### src/rtl/irqc_cmd_pkg.sv
`timescale 1ns/1ps
package irqc_cmd_pkg;
   localparam int BYTE_W   = 8;
   // write sorting bits
   localparam int KIND_BIT = 4;
   localparam int OCW3_BIT = 3;
   // first word
   localparam int W1_LTIM  = 3;
   localparam int W1_ADI   = 2;
   localparam int W1_SNGL  = 1;
   localparam int W1_IC4   = 0;
   // fourth word
   localparam int W4_SFNM  = 4;
   localparam int W4_BUF   = 3;
   localparam int W4_MS    = 2;
   localparam int W4_AEOI  = 1;
   localparam int W4_MODE  = 0;
   // read control command
   localparam int C3_ESMM  = 6;
   localparam int C3_SMM   = 5;
   localparam int C3_POLL  = 2;
   localparam int C3_RR    = 1;
   localparam int C3_RIS   = 0;

   typedef enum logic [2:0] {
      SEQ_OFF, SEQ_W2, SEQ_W3, SEQ_W4, SEQ_RUN
   } seq_t;

   typedef struct packed {
      logic sfnm;
      logic buf_en;
      logic ms;
      logic aeoi;
      logic mode86;
   } w4_t;
endpackage

### src/rtl/irqc_init_seq.sv
`timescale 1ns/1ps
module irqc_init_seq
   import irqc_cmd_pkg::*;
#(
   parameter int DATA_W  = 8,
   parameter int SLV_RST = 7,
   localparam int VHI_W  = DATA_W - 5
) (
   input  logic              clk,
   input  logic              rst_n,
   input  logic              wr_ev,
   input  logic              wr_a0,
   input  logic [DATA_W-1:0] wr_data,
   input  logic              icw1_hit,
   output logic              ready,
   output logic              init_stb,
   output logic              ltim,
   output logic              adi,
   output logic              single,
   output logic [VHI_W-1:0]  vec_hi,
   output logic [DATA_W-1:0] vec_byte,
   output logic [DATA_W-1:0] cascade,
   output w4_t               cfg4
);
   seq_t state;
   logic need4;

   always_ff @(posedge clk) begin
      if (!rst_n) begin
         state    <= SEQ_OFF;
         init_stb <= 1'b0;
         ltim     <= 1'b0;
         adi      <= 1'b0;
         single   <= 1'b0;
         need4    <= 1'b0;
         vec_hi   <= '0;
         vec_byte <= '0;
         cascade  <= '0;
         cfg4     <= '0;
      end else begin
         init_stb <= icw1_hit;
         if (icw1_hit) begin
            state   <= SEQ_W2;
            ltim    <= wr_data[W1_LTIM];
            adi     <= wr_data[W1_ADI];
            single  <= wr_data[W1_SNGL];
            need4   <= wr_data[W1_IC4];
            vec_hi  <= wr_data[DATA_W-1:5];
            cascade <= DATA_W'(SLV_RST);
            if (!wr_data[W1_IC4]) cfg4 <= '0;
         end else if (wr_ev && wr_a0) begin
            case (state)
               SEQ_W2: begin
                  vec_byte <= wr_data;
                  if (!single)    state <= SEQ_W3;
                  else if (need4) state <= SEQ_W4;
                  else            state <= SEQ_RUN;
               end
               SEQ_W3: begin
                  cascade <= wr_data;
                  state   <= need4 ? SEQ_W4 : SEQ_RUN;
               end
               SEQ_W4: begin
                  cfg4.sfnm   <= wr_data[W4_SFNM];
                  cfg4.buf_en <= wr_data[W4_BUF];
                  cfg4.ms     <= wr_data[W4_MS];
                  cfg4.aeoi   <= wr_data[W4_AEOI];
                  cfg4.mode86 <= wr_data[W4_MODE];
                  state       <= SEQ_RUN;
               end
               default: ;
            endcase
         end
      end
   end

   assign ready = (state == SEQ_RUN);
endmodule

### src/rtl/irqc_op_regs.sv
`timescale 1ns/1ps
module irqc_op_regs
   import irqc_cmd_pkg::*;
#(
   parameter int DATA_W = 8
) (
   input  logic              clk,
   input  logic              rst_n,
   input  logic              wr_ev,
   input  logic              wr_a0,
   input  logic [DATA_W-1:0] wr_data,
   input  logic              icw1_hit,
   input  logic              ready,
   input  logic              poll_take,
   output logic [DATA_W-1:0] imr,
   output logic              smm,
   output logic              rsel_isr,
   output logic              poll_pend,
   output logic              ocw2_stb,
   output logic [DATA_W-1:0] ocw2_data
);
   always_ff @(posedge clk) begin
      if (!rst_n) begin
         imr       <= '0;
         smm       <= 1'b0;
         rsel_isr  <= 1'b0;
         poll_pend <= 1'b0;
         ocw2_stb  <= 1'b0;
         ocw2_data <= '0;
      end else begin
         ocw2_stb <= 1'b0;
         if (poll_take) poll_pend <= 1'b0;
         if (icw1_hit) begin
            imr       <= '0;
            smm       <= 1'b0;
            rsel_isr  <= 1'b0;
            poll_pend <= 1'b0;
         end else if (wr_ev && ready) begin
            if (wr_a0) begin
               imr <= wr_data;
            end else if (!wr_data[OCW3_BIT]) begin
               ocw2_stb  <= 1'b1;
               ocw2_data <= wr_data;
            end else begin
               if (wr_data[C3_ESMM]) smm      <= wr_data[C3_SMM];
               if (wr_data[C3_RR])   rsel_isr <= wr_data[C3_RIS];
               poll_pend <= wr_data[C3_POLL];
            end
         end
      end
   end
endmodule

### src/rtl/irqc_read_mux.sv
`timescale 1ns/1ps
module irqc_read_mux #(
   parameter int DATA_W    = 8,
   parameter int NUM_IRQ   = 8,
   parameter bit RDATA_REG = 1'b1,
   localparam int LVL_W    = $clog2(NUM_IRQ)
) (
   input  logic              clk,
   input  logic              rst_n,
   input  logic              rd_ev,
   input  logic              rd_a0,
   input  logic [DATA_W-1:0] imr,
   input  logic [DATA_W-1:0] irr,
   input  logic [DATA_W-1:0] isr,
   input  logic              rsel_isr,
   input  logic              poll_pend,
   input  logic              req_valid,
   input  logic [LVL_W-1:0]  req_level,
   output logic              poll_take,
   output logic [DATA_W-1:0] rdata,
   output logic              poll_stb
);
   logic [DATA_W-1:0] poll_word;
   logic [DATA_W-1:0] sel_val;

   assign poll_word = {req_valid, {(DATA_W-1-LVL_W){1'b0}}, req_level};
   assign poll_take = rd_ev && !rd_a0 && poll_pend;

   always_comb begin
      if (rd_a0)          sel_val = imr;
      else if (poll_pend) sel_val = poll_word;
      else if (rsel_isr)  sel_val = isr;
      else                sel_val = irr;
   end

   generate
      if (RDATA_REG) begin : g_reg
         always_ff @(posedge clk) begin
            if (!rst_n) begin
               rdata    <= '0;
               poll_stb <= 1'b0;
            end else begin
               poll_stb <= poll_take;
               if (rd_ev) rdata <= sel_val;
            end
         end
      end else begin : g_comb
         assign rdata    = rd_ev ? sel_val : '0;
         assign poll_stb = poll_take;
      end
   endgenerate
endmodule

### src/rtl/irqc_cmd_decoder.sv
`timescale 1ns/1ps
module irqc_cmd_decoder
   import irqc_cmd_pkg::*;
#(
   parameter int DATA_W    = 8,
   parameter int NUM_IRQ   = 8,
   parameter int SLV_RST   = 7,
   parameter bit RDATA_REG = 1'b1,
   localparam int LVL_W    = $clog2(NUM_IRQ),
   localparam int VHI_W    = DATA_W - 5
) (
   input  logic              clk,
   input  logic              rst_n,
   input  logic              bus_sel,
   input  logic              bus_wr,
   input  logic              bus_rd,
   input  logic              bus_a0,
   input  logic [DATA_W-1:0] bus_wdata,
   output logic [DATA_W-1:0] bus_rdata,
   input  logic [DATA_W-1:0] irr_in,
   input  logic [DATA_W-1:0] isr_in,
   input  logic              req_valid_in,
   input  logic [LVL_W-1:0]  req_level_in,
   input  logic              sp_en_in,
   output logic              cfg_ready,
   output logic              init_stb,
   output logic              cfg_ltim,
   output logic              cfg_adi,
   output logic              cfg_single,
   output logic [VHI_W-1:0]  cfg_vec_hi,
   output logic [DATA_W-1:0] cfg_vec_byte,
   output logic [DATA_W-1:0] cfg_cascade,
   output logic              cfg_sfnm,
   output logic              cfg_buffered,
   output logic              cfg_aeoi,
   output logic              cfg_mode86,
   output logic              cfg_master,
   output logic [DATA_W-1:0] imr_out,
   output logic              special_mask,
   output logic              ocw2_stb,
   output logic [DATA_W-1:0] ocw2_data,
   output logic              poll_stb
);
   generate
      if (DATA_W != BYTE_W) begin : g_bad_width
         $error("irqc_cmd_decoder: DATA_W must be 8");
      end
      if (NUM_IRQ != DATA_W) begin : g_bad_irq
         $error("irqc_cmd_decoder: NUM_IRQ must equal DATA_W");
      end
      if (SLV_RST >= NUM_IRQ) begin : g_bad_slv
         $error("irqc_cmd_decoder: SLV_RST out of range");
      end
   endgenerate

   logic wr_ev, rd_ev, icw1_hit;
   logic rsel_isr, poll_pend, poll_take;
   w4_t  cfg4;

   assign wr_ev    = bus_sel && bus_wr && !bus_rd;
   assign rd_ev    = bus_sel && bus_rd && !bus_wr;
   assign icw1_hit = wr_ev && !bus_a0 && bus_wdata[KIND_BIT];

   irqc_init_seq #(.DATA_W(DATA_W), .SLV_RST(SLV_RST)) u_seq (
      .clk(clk), .rst_n(rst_n), .wr_ev(wr_ev), .wr_a0(bus_a0),
      .wr_data(bus_wdata), .icw1_hit(icw1_hit), .ready(cfg_ready),
      .init_stb(init_stb), .ltim(cfg_ltim), .adi(cfg_adi),
      .single(cfg_single), .vec_hi(cfg_vec_hi), .vec_byte(cfg_vec_byte),
      .cascade(cfg_cascade), .cfg4(cfg4)
   );

   irqc_op_regs #(.DATA_W(DATA_W)) u_ops (
      .clk(clk), .rst_n(rst_n), .wr_ev(wr_ev), .wr_a0(bus_a0),
      .wr_data(bus_wdata), .icw1_hit(icw1_hit), .ready(cfg_ready),
      .poll_take(poll_take), .imr(imr_out), .smm(special_mask),
      .rsel_isr(rsel_isr), .poll_pend(poll_pend), .ocw2_stb(ocw2_stb),
      .ocw2_data(ocw2_data)
   );

   irqc_read_mux #(.DATA_W(DATA_W), .NUM_IRQ(NUM_IRQ),
                   .RDATA_REG(RDATA_REG)) u_rd (
      .clk(clk), .rst_n(rst_n), .rd_ev(rd_ev), .rd_a0(bus_a0),
      .imr(imr_out), .irr(irr_in), .isr(isr_in), .rsel_isr(rsel_isr),
      .poll_pend(poll_pend), .req_valid(req_valid_in),
      .req_level(req_level_in), .poll_take(poll_take),
      .rdata(bus_rdata), .poll_stb(poll_stb)
   );

   assign cfg_sfnm     = cfg4.sfnm;
   assign cfg_buffered = cfg4.buf_en;
   assign cfg_aeoi     = cfg4.aeoi;
   assign cfg_mode86   = cfg4.mode86;
   assign cfg_master   = cfg4.buf_en ? cfg4.ms : sp_en_in;
endmodule

### config.mk
export PLATFORM = sky130hd
export DESIGN_NAME = irqc_cmd_decoder
export DESIGN_NICKNAME = d
export VERILOG_FILES = /design/src/rtl/irqc_cmd_pkg.sv /design/src/rtl/irqc_init_seq.sv /design/src/rtl/irqc_op_regs.sv /design/src/rtl/irqc_read_mux.sv /design/src/rtl/irqc_cmd_decoder.sv
export SDC_FILE = /design/constraint.sdc
export NUM_CORES = 1
export LEC_CHECK = 0
export BUFFER_PORTS_ARGS = -buffer_cell sky130_fd_sc_hd__clkbuf_2
export CAP_MARGIN = 20
export CORE_ASPECT_RATIO = 0.9
export CORE_MARGIN = 2
export CORE_UTILIZATION = 36
export DETAILED_ROUTE_END_ITERATION = 16
export PLACE_DENSITY_LB_ADDON = 0.15
export SLEW_MARGIN = 20
export SYNTH_ARGS = -nofsm -noshare
export SYNTH_HDL_FRONTEND = slang
export SYNTH_SLANG_ARGS = --single-unit
export TNS_END_PERCENT = 20
### constraint.sdc
create_clock -name clk -period 3.8 [get_ports clk]
set_input_delay 0.19 -clock clk [delete_from_list [all_inputs] [get_ports clk]]
set_output_delay 0.19 -clock clk [all_outputs]
set_load 0.02 [all_outputs]
Yosys cells after proc, flatten, opt, wreduce, memory -nomap -nowiden
Index checks and enable logic that the tools add are counted.
- register bits: 60
- bits of input ports: 35
- output and inout bits: 56
- word-level logic and storage cells: 85
- equality and inequality tests: 5
- multiplexer cells: 21
- bitwise logic cells: 5
- reductions and logical operators: 30
- operator list (operator ; number):
    two-way mux 8 bit ; 3
    two-way mux 5 bit ; 4
    two-way mux 3 bit ; 5
    AND reduction 4 bit ; 3
    logical AND 1 bit ; 10
    AND reduction 2 bit ; 5
    one-hot mux 3 bit (3 select lines) ; 1
    two-way mux 1 bit ; 8
    equality test 3 x 2 -> 1 bit, second input constant ; 2
    AND reduction 3 bit ; 2
    nonzero test 2 bit ; 3
    NOT 1 bit ; 5
    nonzero test 4 bit ; 1
    OR reduction 4 bit ; 1
    equality test 3 x 1 -> 1 bit, second input constant ; 1
    equality test 3 bit, second input constant ; 1
    zero test 1 bit ; 3
    nonzero test 3 bit ; 1
    != test 2 bit, second input constant ; 1
    OR reduction 2 bit ; 1

Depth between registers and ports, before layout
- word-level depth: 8
- depth in mapped cells: 5
- depth with buffers taken out: 4

By module
A second synthesis with hierarchy kept.
- cell total of the unflattened synthesis: 297
- area, all modules: 2778.9 sq um
- by module, submodules not included (module ; times used ; cells each ; area each (sq um) ; sequential area each (sq um)):
    irqc_init_seq ; 1 ; 158 ; 1393.8 ; 640.6
    irqc_op_regs ; 1 ; 78 ; 754.5 ; 380.4
    irqc_read_mux ; 1 ; 55 ; 589.3 ; 180.2
    irqc_cmd_decoder ; 1 ; 6 ; 41.3 ; 0.0

Least setup slack after synthesis
Ideal clock, no wire load.
- path kind: register to register
- from: register u_seq.state[0]
- to: register u_ops.ocw2_data[4]
- library setup time: 0.116 ns
- arrival time: 1.340 ns
- required time: 3.684 ns
- path slack: 2.344 ns
- cell stages (with the launch flop): 5
- path buffers: 0
- clock period less this slack: 1.456 ns
- path through: dfxtp_1 or3b_4 clkinv_2 nand4_4 and3_1
- word-level cells in the longest chain between the ends: 3
- ends and longest elaborated chain (element ; line ; source):
    start, declared ; irqc_init_seq.sv:25 ; seq_t state;
    start signal, assigned ; irqc_init_seq.sv:61 ; state <= need4 ? SEQ_W4 : SEQ_RUN;
    equality test 3 bit ; irqc_init_seq.sv:77 ; assign ready = (state == SEQ_RUN);
    via cfg_ready ; irqc_cmd_decoder.sv:25 ; output logic cfg_ready,
    logical AND 1 bit ; irqc_op_regs.sv:38 ; end else if (wr_ev && ready) begin
    AND reduction 4 bit (no line) ; - ;
    end signal, assigned ; irqc_op_regs.sv:43 ; ocw2_data <= wr_data;
    end, declared ; irqc_op_regs.sv:20 ; output logic [DATA_W-1:0] ocw2_data
The timed path passes the listed nets, and every way through them passes these cells.
A chain may end at the register's enable or synchronous reset.

Worst setup path in the final report
- from: register u_seq.state[2]
- to: output cfg_ready
- word-level cells in the longest chain between the ends: 1
- ends and longest elaborated chain (element ; line):
    equality test 3 bit ; irqc_init_seq.sv:77
    end, declared ; irqc_cmd_decoder.sv:25
Every way passes these cells.

==> impl_results.md <==
* Hold Crit Start: bus_wdata[2]
* Critical path required time at 3.61 ns
* Total net switching power at 0.0002940 W
* Core area at 7112 um^2
* Crit. End Element: output pin
* Seq pwr share at 0.515
* Gr usage total at 0.1850
* DR iter-0 viols at 74
* Largest net degree at the start of global routing at 40
* Highest routed layer: met4
* Master of the slowest instance on the critical path: or3b_4
* CTS max path bufs at 2
* Final Wtd Congestion at 0.8203
* Worst setup SP type: flip-flop
* Final setup vio count at 0
* Port bufs at 89
* Row Count at 29
* Hold Path Class: input port to flip-flop
* Number of max-cap violations at 0
* Drt pass-1 iters at 4
* CTS buffer count at 9
* CTS HTree Levels at 3
* Combinational Power Share at 0.078
* Post-DP HPWL at 5384 um
* Start of the worst register-to-register path: u_seq.state[2]
* Num ports at 91
* Buffer and inverter count on the worst path at 2
* Final WL at 7599 um
* Sw frac at 0.2368
* Setup WS post-layout at 1.894 ns
* Fin util at 0.4636
* Final Hold Fails at 0
* Worst-path maximum fanout at 12
* DRC Markers at 0
* WHS at 0.1612 ns
* Hold path depth at 3
* Metal3 WL at 485 um
* Fraction of layout instances using a drive strength above 1 at 0.3219
* M1 WL at 3729 um
* Power share of the clock group at 0.407
* Ys Warns at 0
* CTS Sinks at 60
* Largest stage delay, worst path at 0.51 ns
* Power Internal at 0.0009475 W
* Largest delay share family, worst path: simple AND/OR/NAND/NOR gates
* Worst Hold End: u_seq.adi
* Worst-Skew Late Latency at 0.33 ns
* Hold buffer count at CTS at 0
* RSZ-0062 raised after global routing: no
* Top cell type's share of synthesized area at 0.4513
* Synth cell types at 45
* Area Growth Syn to Fin at 23.88%
* Routed vias/inst at 5.267
* Synth area leader: dfxtp_1
* Reg2reg setup slack at 2.01 ns
* Dpl cells at 458
* VDD IR max at 207.3 uV
* Minimum clock period at 1.906 ns
* Max-slew violations at 0
* Wire per inst at 16.10 um
* Clock Pin Slew Worst Setup and Hold Paths at 0.06 ns
* Final worst path period share at 0.5016
* Share of flip-flops with an asynchronous set or reset at 0
* Number of flops mapped to enable cells by yosys at 0
* Slew @ Worst Pin at 0.8135 ns
* Number of global-route vias before repair at 2186
* TritonCTS clock tree: done
* Layout Cells excl Fill at 472
* Cells after synthesis at 299
* Max Freq at 524.7 MHz
* Post-synthesis sequential area ratio at 0.4513
* Critical Path AT at 1.72 ns
* Yosys reg bits at 60
* Initial Util at 0.3742
* PwrDens at 376.6 nW/um^2
* Initial antenna violation count at 0
* Die height at 85.57 um
* Clock root cell: clkbuf_8
* Worst reg2reg endpoint: u_ops.ocw2_data[4]
* Post-Syn Nets at 334
* Number of diodes at 0
* Syn avg cell area at 8.901 um^2
* Global-route wire length before repair at 11520 um
* Post-Route Setup TNS at 0 ns
* Max-slew headroom at 0.4548
* Routed Antenna Nets at 0
* Synth area leaders: dfxtp_1, o21ai_0, a21oi_1
* Most common flop cell mapped by yosys: dfxtp_1
* Metal2 WL at 3330 um
* # Post-CTS Setup Buffers at 0
* CTS resizes at 0
* Outcome: finished clean
* Cell chain of the critical path: or3b_4 -> clkinv_2 -> clkbuf_2
* Via Count at 2486
* Pre-CTS WS at 1.589 ns
* Synth Cell Area at 2661 um^2
* Die area at 8097 um^2
* Die width at 94.63 um
* Leakage at 1.357 nW
* R2R depth at 4
* Setup CP Type: flip-flop to output pin
* Filler cells at 725
* Grt ovf at 0
* Clock Skew at 0.006090 ns
* Final net count at 411
[worst max-delay path by stage]
stage,start,end,cells past startpoint
floorplan,u_seq.state[0],u_ops.ocw2_data[4],4
global placement,bus_a0,u_seq.vec_byte[1],4
detailed placement,bus_a0,u_seq.vec_byte[2],4
CTS,u_seq.state[2],cfg_ready,3
global route,bus_a0,u_seq.vec_byte[5],4
finish,u_seq.state[2],cfg_ready,3
[state kept, by name, indices dropped and copies added (netlist names), 3 cells and up]
signal           count
u_ops.ocw2_data      7
u_seq.vec_byte       8
u_seq.cascade        8
u_seq.vec_hi         3
u_seq.cfg4           5
u_ops.imr            8
u_rd.rdata           8
u_seq.state          3
[synth_stat cells (2+ instances only)]
cell	number
nand4bb_1	2
mux2_2	9
o21ai_0	32
nor2b_1	2
dfxtp_1	60
nand2_1	32
nand4_1	2
a211oi_1	2
nor2_1	5
inv_1	7
and3b_1	3
a21oi_1	31
o41ai_2	2
nand4b_1	2
nor3_1	2
mux2i_1	14
o311ai_0	2
o221ai_1	3
o211ai_1	4
a22oi_1	4
nand3_1	22
o31ai_1	4
or3_1	3
a31oi_1	4
buf_2	9
nand2b_1	6
clkbuf_1	13
[power by group through the flow]
stage	sequential (W)	combinational, W	clock [W]
detailed placement	0.000653	0.0000973	0
global placement	0.000653	0.0000966	0
floorplan	0.000660	0.0000464	0
finish	0.000639	0.0000969	0.000505
global route	0.000639	0.000105	0.000546
CTS	0.000639	0.0000974	0.000521
[worst min-delay path, cell delays in order]
cell	delay (ns)
clkbuf_2	0.13
nand3_1	0.08
a21oi_1	0.05
[layout make-up]
type / instances / area [um^2] / share of cell area
clock buffer: 12 / 165.2 / 0.05009
clock inverter: 2 / 10.01 / 0.003036
inverter: 9 / 35.03 / 0.01063
multi-input combinational: 207 / 1324 / 0.4015
sequential: 60 / 1201 / 0.3643
tap: 93 / 116.4 / 0.03529
timing repair buffer: 89 / 445.4 / 0.1351
[kinds of logic after synthesis]
group / count (synthesis) / synth area share
flops: 60 / 0.4513
simple gates: 92 / 0.1994
compound gates: 91 / 0.2059
buf+inv: 32 / 0.05125
other cells: 1 / 0.001409
mux: 23 / 0.09074
[per-stage QoR]
| stage | power [W] | area, um^2 |
|---|---|---|
| 6_report | 0.001242 | 3297 |
| 2_1_floorplan | 0.0007061 | 2661 |
| 5_1_grt | 0.001291 | 3297 |
| 3_3_place_gp | 0.0007495 | 3122 |
| 3_5_place_dp | 0.0007503 | 3122 |
| 4_1_cts | 0.001257 | 3297 |
[cell usage in the layout (no fill, tap or decap), drive strengths merged, types with 2 or more instances in the layout]
cell type  count
o41ai          2
o31ai          4
a211oi         2
nand2b         6
nor2           5
nor3           3
nor2b          2
or3b           2
mux2           9
a31oi          4
o21ai         33
and3b          3
clkbuf       101
nand4          3
clkinv         4
nand4b         2
o211ai         4
a22oi          4
o311ai         3
dfxtp         60
mux2i         14
or3            3
inv            7
nand3         22
a21oi         31
nand4bb        2
nand2         32
o221ai         3
[per-layer routing]
| layer | track usage | vias to the layer above |
|---|---|---|
| met5 | 0 | - |
| met4 | 0.06061 | 0 |
| met3 | 0.05009 | 5 |
| met2 | 0.2611 | 86 |
| met1 | 0.2724 | 1155 |
| li1 | - | 1240 |
No activity file was read; power rests on OpenSTA's default activity.
